## src/rtl/frac_red_pkg.sv

```systemverilog
package frac_red_pkg;

  typedef enum logic [2:0] {
    ST_IDLE,
    ST_CHECK,
    ST_ISSUE,
    ST_WNUM,
    ST_WDEN,
    ST_DONE
  } red_state_e;

  // Trial-division primality test, evaluated at elaboration only.
  function automatic bit is_prime(input int n);
    bit res;
    res = (n >= 2);
    for (int d = 2; d * d <= n; d++) begin
      if (n % d == 0) res = 1'b0;
    end
    return res;
  endfunction

  function automatic int count_primes(input int lim);
    int cnt;
    cnt = 0;
    for (int v = 2; v <= lim; v++) begin
      if (is_prime(v)) cnt++;
    end
    return cnt;
  endfunction

  // Zero-based index into the ascending prime sequence.
  function automatic int nth_prime(input int n);
    int seen;
    int found;
    seen  = 0;
    found = 2;
    for (int v = 2; v < 4096; v++) begin
      if (is_prime(v)) begin
        if (seen == n) begin
          found = v;
          break;
        end
        seen++;
      end
    end
    return found;
  endfunction

endpackage

```

## src/rtl/frac_prime_rom.sv

```systemverilog
module frac_prime_rom
  import frac_red_pkg::*;
#(
  parameter int PRIME_LIMIT = 997,
  parameter int NPRIME      = 168,
  parameter int PW          = 10,
  parameter int IW          = 8
) (
  input  logic [IW-1:0] idx,
  output logic [PW-1:0] prime
);

  logic [PW-1:0] tbl [NPRIME];

  for (genvar g = 0; g < NPRIME; g++) begin : g_entry
    localparam int VAL = nth_prime(g);
    assign tbl[g] = PW'(VAL);
  end

  always_comb begin
    if (int'(idx) < NPRIME) prime = tbl[idx];
    else                    prime = '0;
  end

endmodule

```

## src/rtl/frac_divider.sv

```systemverilog
module frac_divider #(
  parameter int DW = 64,
  parameter int VW = 10
) (
  input  logic          clk,
  input  logic          rst_n,
  input  logic          go,
  input  logic [DW-1:0] dividend,
  input  logic [VW-1:0] divisor,
  output logic          done,
  output logic [DW-1:0] quo,
  output logic [VW-1:0] rem
);

  localparam int CW = $clog2(DW);
  localparam logic [CW-1:0] LAST = CW'(DW - 1);

  logic          act_q, act_n;
  logic          done_q, done_n;
  logic [CW-1:0] cnt_q, cnt_n;
  logic [DW-1:0] quo_q, quo_n;
  logic [VW-1:0] rem_q, rem_n;
  logic [VW-1:0] dvs_q, dvs_n;
  logic [VW:0]   shifted;
  logic [VW:0]   trial;

  // One restoring step per cycle: shift in the next dividend bit, try the subtract.
  assign shifted = {rem_q, quo_q[DW-1]};
  assign trial   = shifted - {1'b0, dvs_q};

  always_comb begin
    act_n  = act_q;
    done_n = 1'b0;
    cnt_n  = cnt_q;
    quo_n  = quo_q;
    rem_n  = rem_q;
    dvs_n  = dvs_q;
    if (act_q) begin
      if (!trial[VW]) begin
        rem_n = trial[VW-1:0];
        quo_n = {quo_q[DW-2:0], 1'b1};
      end else begin
        rem_n = shifted[VW-1:0];
        quo_n = {quo_q[DW-2:0], 1'b0};
      end
      cnt_n = cnt_q + 1'b1;
      if (cnt_q == LAST) begin
        act_n  = 1'b0;
        done_n = 1'b1;
      end
    end else if (go) begin
      act_n = 1'b1;
      cnt_n = '0;
      quo_n = dividend;
      rem_n = '0;
      dvs_n = divisor;
    end
  end

  always_ff @(posedge clk or negedge rst_n) begin
    if (!rst_n) begin
      act_q  <= 1'b0;
      done_q <= 1'b0;
      cnt_q  <= '0;
      quo_q  <= '0;
      rem_q  <= '0;
      dvs_q  <= '0;
    end else begin
      act_q  <= act_n;
      done_q <= done_n;
      cnt_q  <= cnt_n;
      quo_q  <= quo_n;
      rem_q  <= rem_n;
      dvs_q  <= dvs_n;
    end
  end

  assign done = done_q;
  assign quo  = quo_q;
  assign rem  = rem_q;

endmodule

```

## src/rtl/frac_seq.sv

```systemverilog
module frac_seq
  import frac_red_pkg::*;
#(
  parameter int OPW    = 64,
  parameter int HALFW  = 32,
  parameter int PW     = 10,
  parameter int IW     = 8,
  parameter int NPRIME = 168
) (
  input  logic           clk,
  input  logic           rst_n,
  input  logic           start,
  input  logic           fit_mode,
  input  logic [OPW-1:0] num_in,
  input  logic [OPW-1:0] den_in,
  input  logic           div_done,
  input  logic [OPW-1:0] div_quo,
  input  logic [PW-1:0]  div_rem,
  output logic [IW-1:0]  idx,
  output logic           div_go,
  output logic [OPW-1:0] div_dividend,
  output logic           mode_lat,
  output logic           busy,
  output logic           done,
  output logic [OPW-1:0] num_out,
  output logic [OPW-1:0] den_out,
  output logic           fit_ok
);

  localparam logic [IW-1:0] IDX_END = IW'(NPRIME);

  red_state_e    st_q, st_n;
  logic [OPW-1:0] num_q, num_n;
  logic [OPW-1:0] den_q, den_n;
  logic [OPW-1:0] hold_q, hold_n;
  logic [IW-1:0]  idx_q, idx_n;
  logic           mode_q, mode_n;
  logic [OPW-1:0] rnum_q, rden_q;
  logic           rok_q;
  logic           fin, fin_ok;
  logic [OPW-1:0] fin_num, fin_den;
  logic           work_fits, in_fits, in_zero;

  assign work_fits = (num_q[OPW-1:HALFW] == '0) && (den_q[OPW-1:HALFW] == '0);
  assign in_fits   = (num_in[OPW-1:HALFW] == '0) && (den_in[OPW-1:HALFW] == '0);
  assign in_zero   = (num_in == '0) || (den_in == '0);

  always_comb begin
    st_n         = st_q;
    num_n        = num_q;
    den_n        = den_q;
    hold_n       = hold_q;
    idx_n        = idx_q;
    mode_n       = mode_q;
    div_go       = 1'b0;
    div_dividend = num_q;
    fin          = 1'b0;
    fin_ok       = 1'b1;
    fin_num      = num_q;
    fin_den      = den_q;
    unique case (st_q)
      ST_IDLE: begin
        if (start) begin
          num_n  = num_in;
          den_n  = den_in;
          mode_n = fit_mode;
          idx_n  = '0;
          if (in_zero) begin
            fin     = 1'b1;
            fin_ok  = !fit_mode || in_fits;
            fin_num = num_in;
            fin_den = den_in;
            st_n    = ST_DONE;
          end else begin
            st_n = ST_CHECK;
          end
        end
      end
      ST_CHECK: begin
        if (mode_q && work_fits) begin
          fin    = 1'b1;
          fin_ok = 1'b1;
          st_n   = ST_DONE;
        end else if (idx_q == IDX_END) begin
          fin    = 1'b1;
          fin_ok = !mode_q;
          st_n   = ST_DONE;
        end else begin
          st_n = ST_ISSUE;
        end
      end
      ST_ISSUE: begin
        div_go       = 1'b1;
        div_dividend = num_q;
        st_n         = ST_WNUM;
      end
      ST_WNUM: begin
        if (div_done) begin
          if (div_rem != '0) begin
            idx_n = idx_q + 1'b1;
            st_n  = ST_CHECK;
          end else begin
            hold_n       = div_quo;
            div_go       = 1'b1;
            div_dividend = den_q;
            st_n         = ST_WDEN;
          end
        end
      end
      ST_WDEN: begin
        if (div_done) begin
          if (div_rem != '0) begin
            idx_n = idx_q + 1'b1;
            st_n  = ST_CHECK;
          end else begin
            num_n = hold_q;
            den_n = div_quo;
            st_n  = ST_ISSUE;
          end
        end
      end
      ST_DONE: st_n = ST_IDLE;
      default: st_n = ST_IDLE;
    endcase
  end

  always_ff @(posedge clk or negedge rst_n) begin
    if (!rst_n) begin
      st_q   <= ST_IDLE;
      num_q  <= '0;
      den_q  <= '0;
      hold_q <= '0;
      idx_q  <= '0;
      mode_q <= 1'b0;
    end else begin
      st_q   <= st_n;
      num_q  <= num_n;
      den_q  <= den_n;
      hold_q <= hold_n;
      idx_q  <= idx_n;
      mode_q <= mode_n;
    end
  end

  // Result registers load only on the edge that enters ST_DONE.
  always_ff @(posedge clk or negedge rst_n) begin
    if (!rst_n) begin
      rnum_q <= '0;
      rden_q <= '0;
      rok_q  <= 1'b0;
    end else if (fin) begin
      rnum_q <= fin_num;
      rden_q <= fin_den;
      rok_q  <= fin_ok;
    end
  end

  assign idx      = idx_q;
  assign mode_lat = mode_q;
  assign busy     = (st_q != ST_IDLE);
  assign done     = (st_q == ST_DONE);
  assign num_out  = rnum_q;
  assign den_out  = rden_q;
  assign fit_ok   = rok_q;

endmodule

```

## src/rtl/frac_reducer.sv

```systemverilog
module frac_reducer
  import frac_red_pkg::*;
#(
  parameter int OPW         = 64,
  parameter int HALFW       = 32,
  parameter int PRIME_LIMIT = 997
) (
  input  logic           clk,
  input  logic           rst_n,
  input  logic           start,
  input  logic           fit_mode,
  input  logic [OPW-1:0] num_in,
  input  logic [OPW-1:0] den_in,
  output logic           busy,
  output logic           done,
  output logic [OPW-1:0] num_out,
  output logic [OPW-1:0] den_out,
  output logic           fit_ok
);

  localparam int NPRIME = count_primes(PRIME_LIMIT);
  localparam int PW     = $clog2(PRIME_LIMIT + 1);
  localparam int IW     = $clog2(NPRIME + 1);

  // Asynchronous assert, synchronous release.
  logic [1:0] rsync_q;
  logic       rst_int_n;

  always_ff @(posedge clk or negedge rst_n) begin
    if (!rst_n) rsync_q <= 2'b00;
    else        rsync_q <= {rsync_q[0], 1'b1};
  end
  assign rst_int_n = rsync_q[1];

  logic [IW-1:0]  idx;
  logic [PW-1:0]  prime;
  logic           div_go, div_done;
  logic [OPW-1:0] div_dividend, div_quo;
  logic [PW-1:0]  div_rem;
  logic           mode_lat;

  frac_prime_rom #(
    .PRIME_LIMIT(PRIME_LIMIT),
    .NPRIME     (NPRIME),
    .PW         (PW),
    .IW         (IW)
  ) u_rom (
    .idx  (idx),
    .prime(prime)
  );

  frac_divider #(
    .DW(OPW),
    .VW(PW)
  ) u_div (
    .clk     (clk),
    .rst_n   (rst_int_n),
    .go      (div_go),
    .dividend(div_dividend),
    .divisor (prime),
    .done    (div_done),
    .quo     (div_quo),
    .rem     (div_rem)
  );

  frac_seq #(
    .OPW   (OPW),
    .HALFW (HALFW),
    .PW    (PW),
    .IW    (IW),
    .NPRIME(NPRIME)
  ) u_seq (
    .clk         (clk),
    .rst_n       (rst_int_n),
    .start       (start),
    .fit_mode    (fit_mode),
    .num_in      (num_in),
    .den_in      (den_in),
    .div_done    (div_done),
    .div_quo     (div_quo),
    .div_rem     (div_rem),
    .idx         (idx),
    .div_go      (div_go),
    .div_dividend(div_dividend),
    .mode_lat    (mode_lat),
    .busy        (busy),
    .done        (done),
    .num_out     (num_out),
    .den_out     (den_out),
    .fit_ok      (fit_ok)
  );

endmodule

```

## config.mk

```make
export PLATFORM = sky130hd
export DESIGN_NAME = frac_reducer
export DESIGN_NICKNAME = d
export VERILOG_FILES = /design/src/rtl/frac_red_pkg.sv /design/src/rtl/frac_prime_rom.sv /design/src/rtl/frac_divider.sv /design/src/rtl/frac_seq.sv /design/src/rtl/frac_reducer.sv
export SDC_FILE = /design/constraint.sdc
export NUM_CORES = 1
export LEC_CHECK = 0
export ABC_AREA = 1
export BUFFER_PORTS_ARGS = -buffer_cell sky130_fd_sc_hd__buf_2
export CAP_MARGIN = 40
export CORE_AREA = 10 10 209 211
export DETAILED_ROUTE_END_ITERATION = 6
export DIE_AREA = 0 0 219 221
export HOLD_SLACK_MARGIN = 0.05
export PLACE_DENSITY = 0.92
export RECOVER_POWER = 50
export SLEW_MARGIN = 5
export SYNTH_ARGS = -nofsm -noshare
export SYNTH_HDL_FRONTEND = slang
export SYNTH_SLANG_ARGS = --single-unit
export TNS_END_PERCENT = 20
```

## constraint.sdc

```tcl
create_clock -name clk -period 17.9 [get_ports clk]
set_input_delay 4.475 -clock clk [delete_from_list [all_inputs] [get_ports clk]]
set_output_delay 4.475 -clock clk [all_outputs]
set_load 0.02 [all_outputs]
```

==> parameters.txt <==
Parameter                              Value

Global route
  Global-route total usage across every layer    roughly 30%
  Congestion Overflow GR    0
  Wire length of the first global-routing pass    120 mm
  Via count of the first global-routing pass    22500
  Pin count of the biggest net entering global routing    252
  Initial antenna violation count    6

Logic synthesis
  Share of synthesized area spent on multiplexers    0%
  Ys flop type    sky130_fd_sc_hd__dfrtp_1
  Share of synthesized area occupied by flip-flops and latches    45.6%
  Share of synthesized flip-flops with an asynchronous set or reset    100%
  Register bit count reported by yosys    427
  Count of synthesis-stage warnings from yosys    0
  Fraction of the mapped netlist area in adder cells    under 10%
  Synth Instances    about 3300
  Share of the synthesized area in the top cell type    45.6%
  Post-synthesis cell type count    38
  Leading cell type by number of instances after synthesis    sky130_fd_sc_hd__nand2_1
  Largest cells by area after synthesis    sky130_fd_sc_hd__dfrtp_1 46%, sky130_fd_sc_hd__nand2_1 18%, sky130_fd_sc_hd__o21ai_0 9.6%
  Library cell with the largest summed area after synthesis    sky130_fd_sc_hd__dfrtp_1
  Net count after synthesis    3424
  Number of enable-type register cells in the synthesized netlist    0
  Xor and xnor fraction of the mapped netlist area    less than 1%
  Cell area after synthesis    roughly 23000 µm²
  Simple logic cell fraction of the synthesized area    ~28%
  Complex-gate fraction of the synthesized area    around 16%
  Ranking of synthesized cells by instance count    1134 x sky130_fd_sc_hd__nand2_1, 449 x sky130_fd_sc_hd__o21ai_0, 427 x sky130_fd_sc_hd__dfrtp_1
  Dominant combinational cell family by area after synthesis    simple AND/OR/NAND/NOR gates
  Avg Inst Size Synth    between 7 and 8 µm²

Worst setup path
  Launching point of the worst reg2reg path    rsync_q[1]
  CP startpoint    rsync_q[1]
  Critical path endpoint category    asynchronous set/reset pin
  Kind of start point of the critical path    flop
  Cell Chain, Critical Path    clkbuf_1 > clkbuf_1 > clkbuf_1 > clkbuf_1
  Biggest cell delay along the critical path    approximately 1.8 ns
  Required @ worst endpoint    18.10 ns
  Slack of the worst reg-to-reg path    10.12 ns
  Worst-path cell with the longest stage delay    sky130_fd_sc_hd__clkbuf_1
  Crit path kind    reg -> async
  Max FO, Critical Path    43
  CP arrival    ~8.0 ns
  Crit path top cell by count    sky130_fd_sc_hd__clkbuf_1

Die
  Width of the chip    219 µm
  Effective utilization at floorplan    59.4%
  Total number of placement rows    between 70 and 80
  Vertical die dimension    221 µm
  Core Footprint    39500 µm²
  Die outline area    48400 µm²
  Boundary pin count    263

Power
  Power density over cell area    140 nW/µm²
  Cell leakage power    14.0 nW
  PnR Total Power    3.69 mW
  Worst IR Drop VDD    0.0000965 V

STA
  Upper clock frequency limit    0.128 GHz
  Final Hold Violating Endpoints    0
  Shortest period the worst path allows    7.78 ns
  Final Cycle Share    a little over two fifths
  Unrepaired setup endpoints after global routing    no
  Max-slew headroom at the worst pin    -137%
  Final clock skew    roughly 0.035 ns
  Post-route setup TNS    0 ns
  Worst-margin pin slew    between 3 and 4 ns
  Final-report setup violation count    0
  Number of max-slew violations in the final report    648

Drt
  Length of the first detailed-routing pass in iterations    6
  DR DRC count    0
  Total via count in the routed design    ~24000
  Routed wire length    74.9 mm
  Starting DRC count in detailed routing    approximately 3400
  Post-DRT Antenna Nets    0
  Average detailed-routed wire length per instance    18.9 µm
  Via/cell ratio    slightly below 6

Placed design
  Buffers on Ports    approximately 260
  Final RePlAce weighted congestion    a little under 1
  Dpl hpwl    between 40 and 50 mm
  Cells after DPL    3881

Clock tree
  CTS tree    built
  Maximum level of the CTS H-tree    2
  Number of instances resized during post-cts repair    0
  Cts bufs inserted    45
  Number of sinks on the clock net    roughly 430
  Clk Latency, worst-skew pair    0.59 ns
  Clock root cell    sky130_fd_sc_hd__clkbuf_16
  # Post-CTS Setup Buffers    0
  CTS hold repair buffers    0
  Clock tree buffer depth    3
  Clock-pin transition on the worst setup and hold timing paths    0.06 ns

Hold path
  Startpoint of the lowest-slack hold path    rsync_q[0]
  Hold/Removal Path Class    reg -> reg

Flow run
  Max-cap violation count    13

Finish
  Number of fillers in the final layout    3224
  Syn-to-layout area delta    12.3%
  Count of non-filler cells in the finished layout    ~4000
  Share of cells above drive strength 1    10.7%
  Final #Nets    3562

Status
  Failing checks    capacitance limit, slew limit
  Result of the run    finished, violations left
## area by class of cell
| type | instances | area (µm²) | area share [%] |
|---|---|---|---|
| flip-flops and latches | 427 | 10700 | 40.6 |
| well taps | 525 | 657 | 2.50 |
| repair buffers | 293 | 1580 | 5.99 |
| diodes | 7 | 17.5 | 0.0666 |
| multi-input cells | 2322 | 10700 | 40.5 |
| clock inverters | 13 | 194 | 0.737 |
| clock buffers | 68 | 1340 | 5.11 |
| inverters | 314 | 1180 | 4.49 |
## cell families (layout without fill, tap and decap cells)
kind of cell	Yosys count	count (layout)
buf+inv	516	688
simple gates	1629	1629
fa+ha+maj	27	27
flops	427	427
other cells	1	8
compound gates	657	657
xor+xnor	8	8
## final timing paths
kind                       cells after the start           endpoint
max                                            4    u_seq.num_q[42]
min                                            0         rsync_q[1]
max reg2reg                                    4    u_seq.num_q[42]
min reg2reg                                    0         rsync_q[1]
max in group clk                              13  u_seq.num_out[42]
min in group asynchronous                      0  u_seq.den_out[54]
## state kept, by name, summed over array words and instances, names as in the netlist
signal / count
u_div.quo: 64
u_seq.den_out: 64
u_seq.den_q: 64
u_seq.hold_q: 64
u_seq.num_out: 64
u_seq.num_q: 64
u_div.dvs_q: 10
u_div.rem: 10
u_seq.idx: 8
u_div.cnt_q: 6
u_seq.st_q: 3
rsync_q: 2
u_div.act_q: 1
u_div.done: 1
u_seq.fit_ok: 1
u_seq.mode_lat: 1
## layer usage
layer	global-route usage, %	vias to the layer above	wire, µm
met4	12.1	2	2850
met2	45.8	1494	34100
met3	7.12	209	8460
met1	40.8	11000	29500
met5	0	-	13
li1	-	10800	-
## cells in the final DEF, fill, tap and decap left out, drive strengths merged, types with 43 or more instances in the layout
master	instances
dfrtp	427
clkbuf	80
o21ai	449
a21oi	69
inv	312
nand2	1137
o21a	43
nor2	208
nand3	252
buf	281
## worst max-delay path: cells and delay by family, from the launching register on
family   cells  cell delay [ns]
buf+inv      4             6.12
flops        1             1.19
## power breakdown
part | internal, mW | total [mW] | switching, mW
Clock | 0.577 | 0.976 | 0.399
Combinational | 0.425 | 1.32 | 0.892
Sequential | 1.22 | 1.40 | 0.180
Total | 2.22 | 3.69 | 1.47
## per-stage QoR
stage                     hold slack, ns  setup WS, ns  util (%)  cell area (µm²)
after floorplan                    0.331          5.12         -            23400
after global placement             0.345          9.97      62.6            24700
after detailed placement           0.280          9.92      63.2            24900
after CTS                          0.289         10.46      67.1            26500
after global routing               0.365          8.90      66.7            26300
final                              0.354         10.12      66.7            26300
No activity file was read; power rests on OpenSTA's default activity.
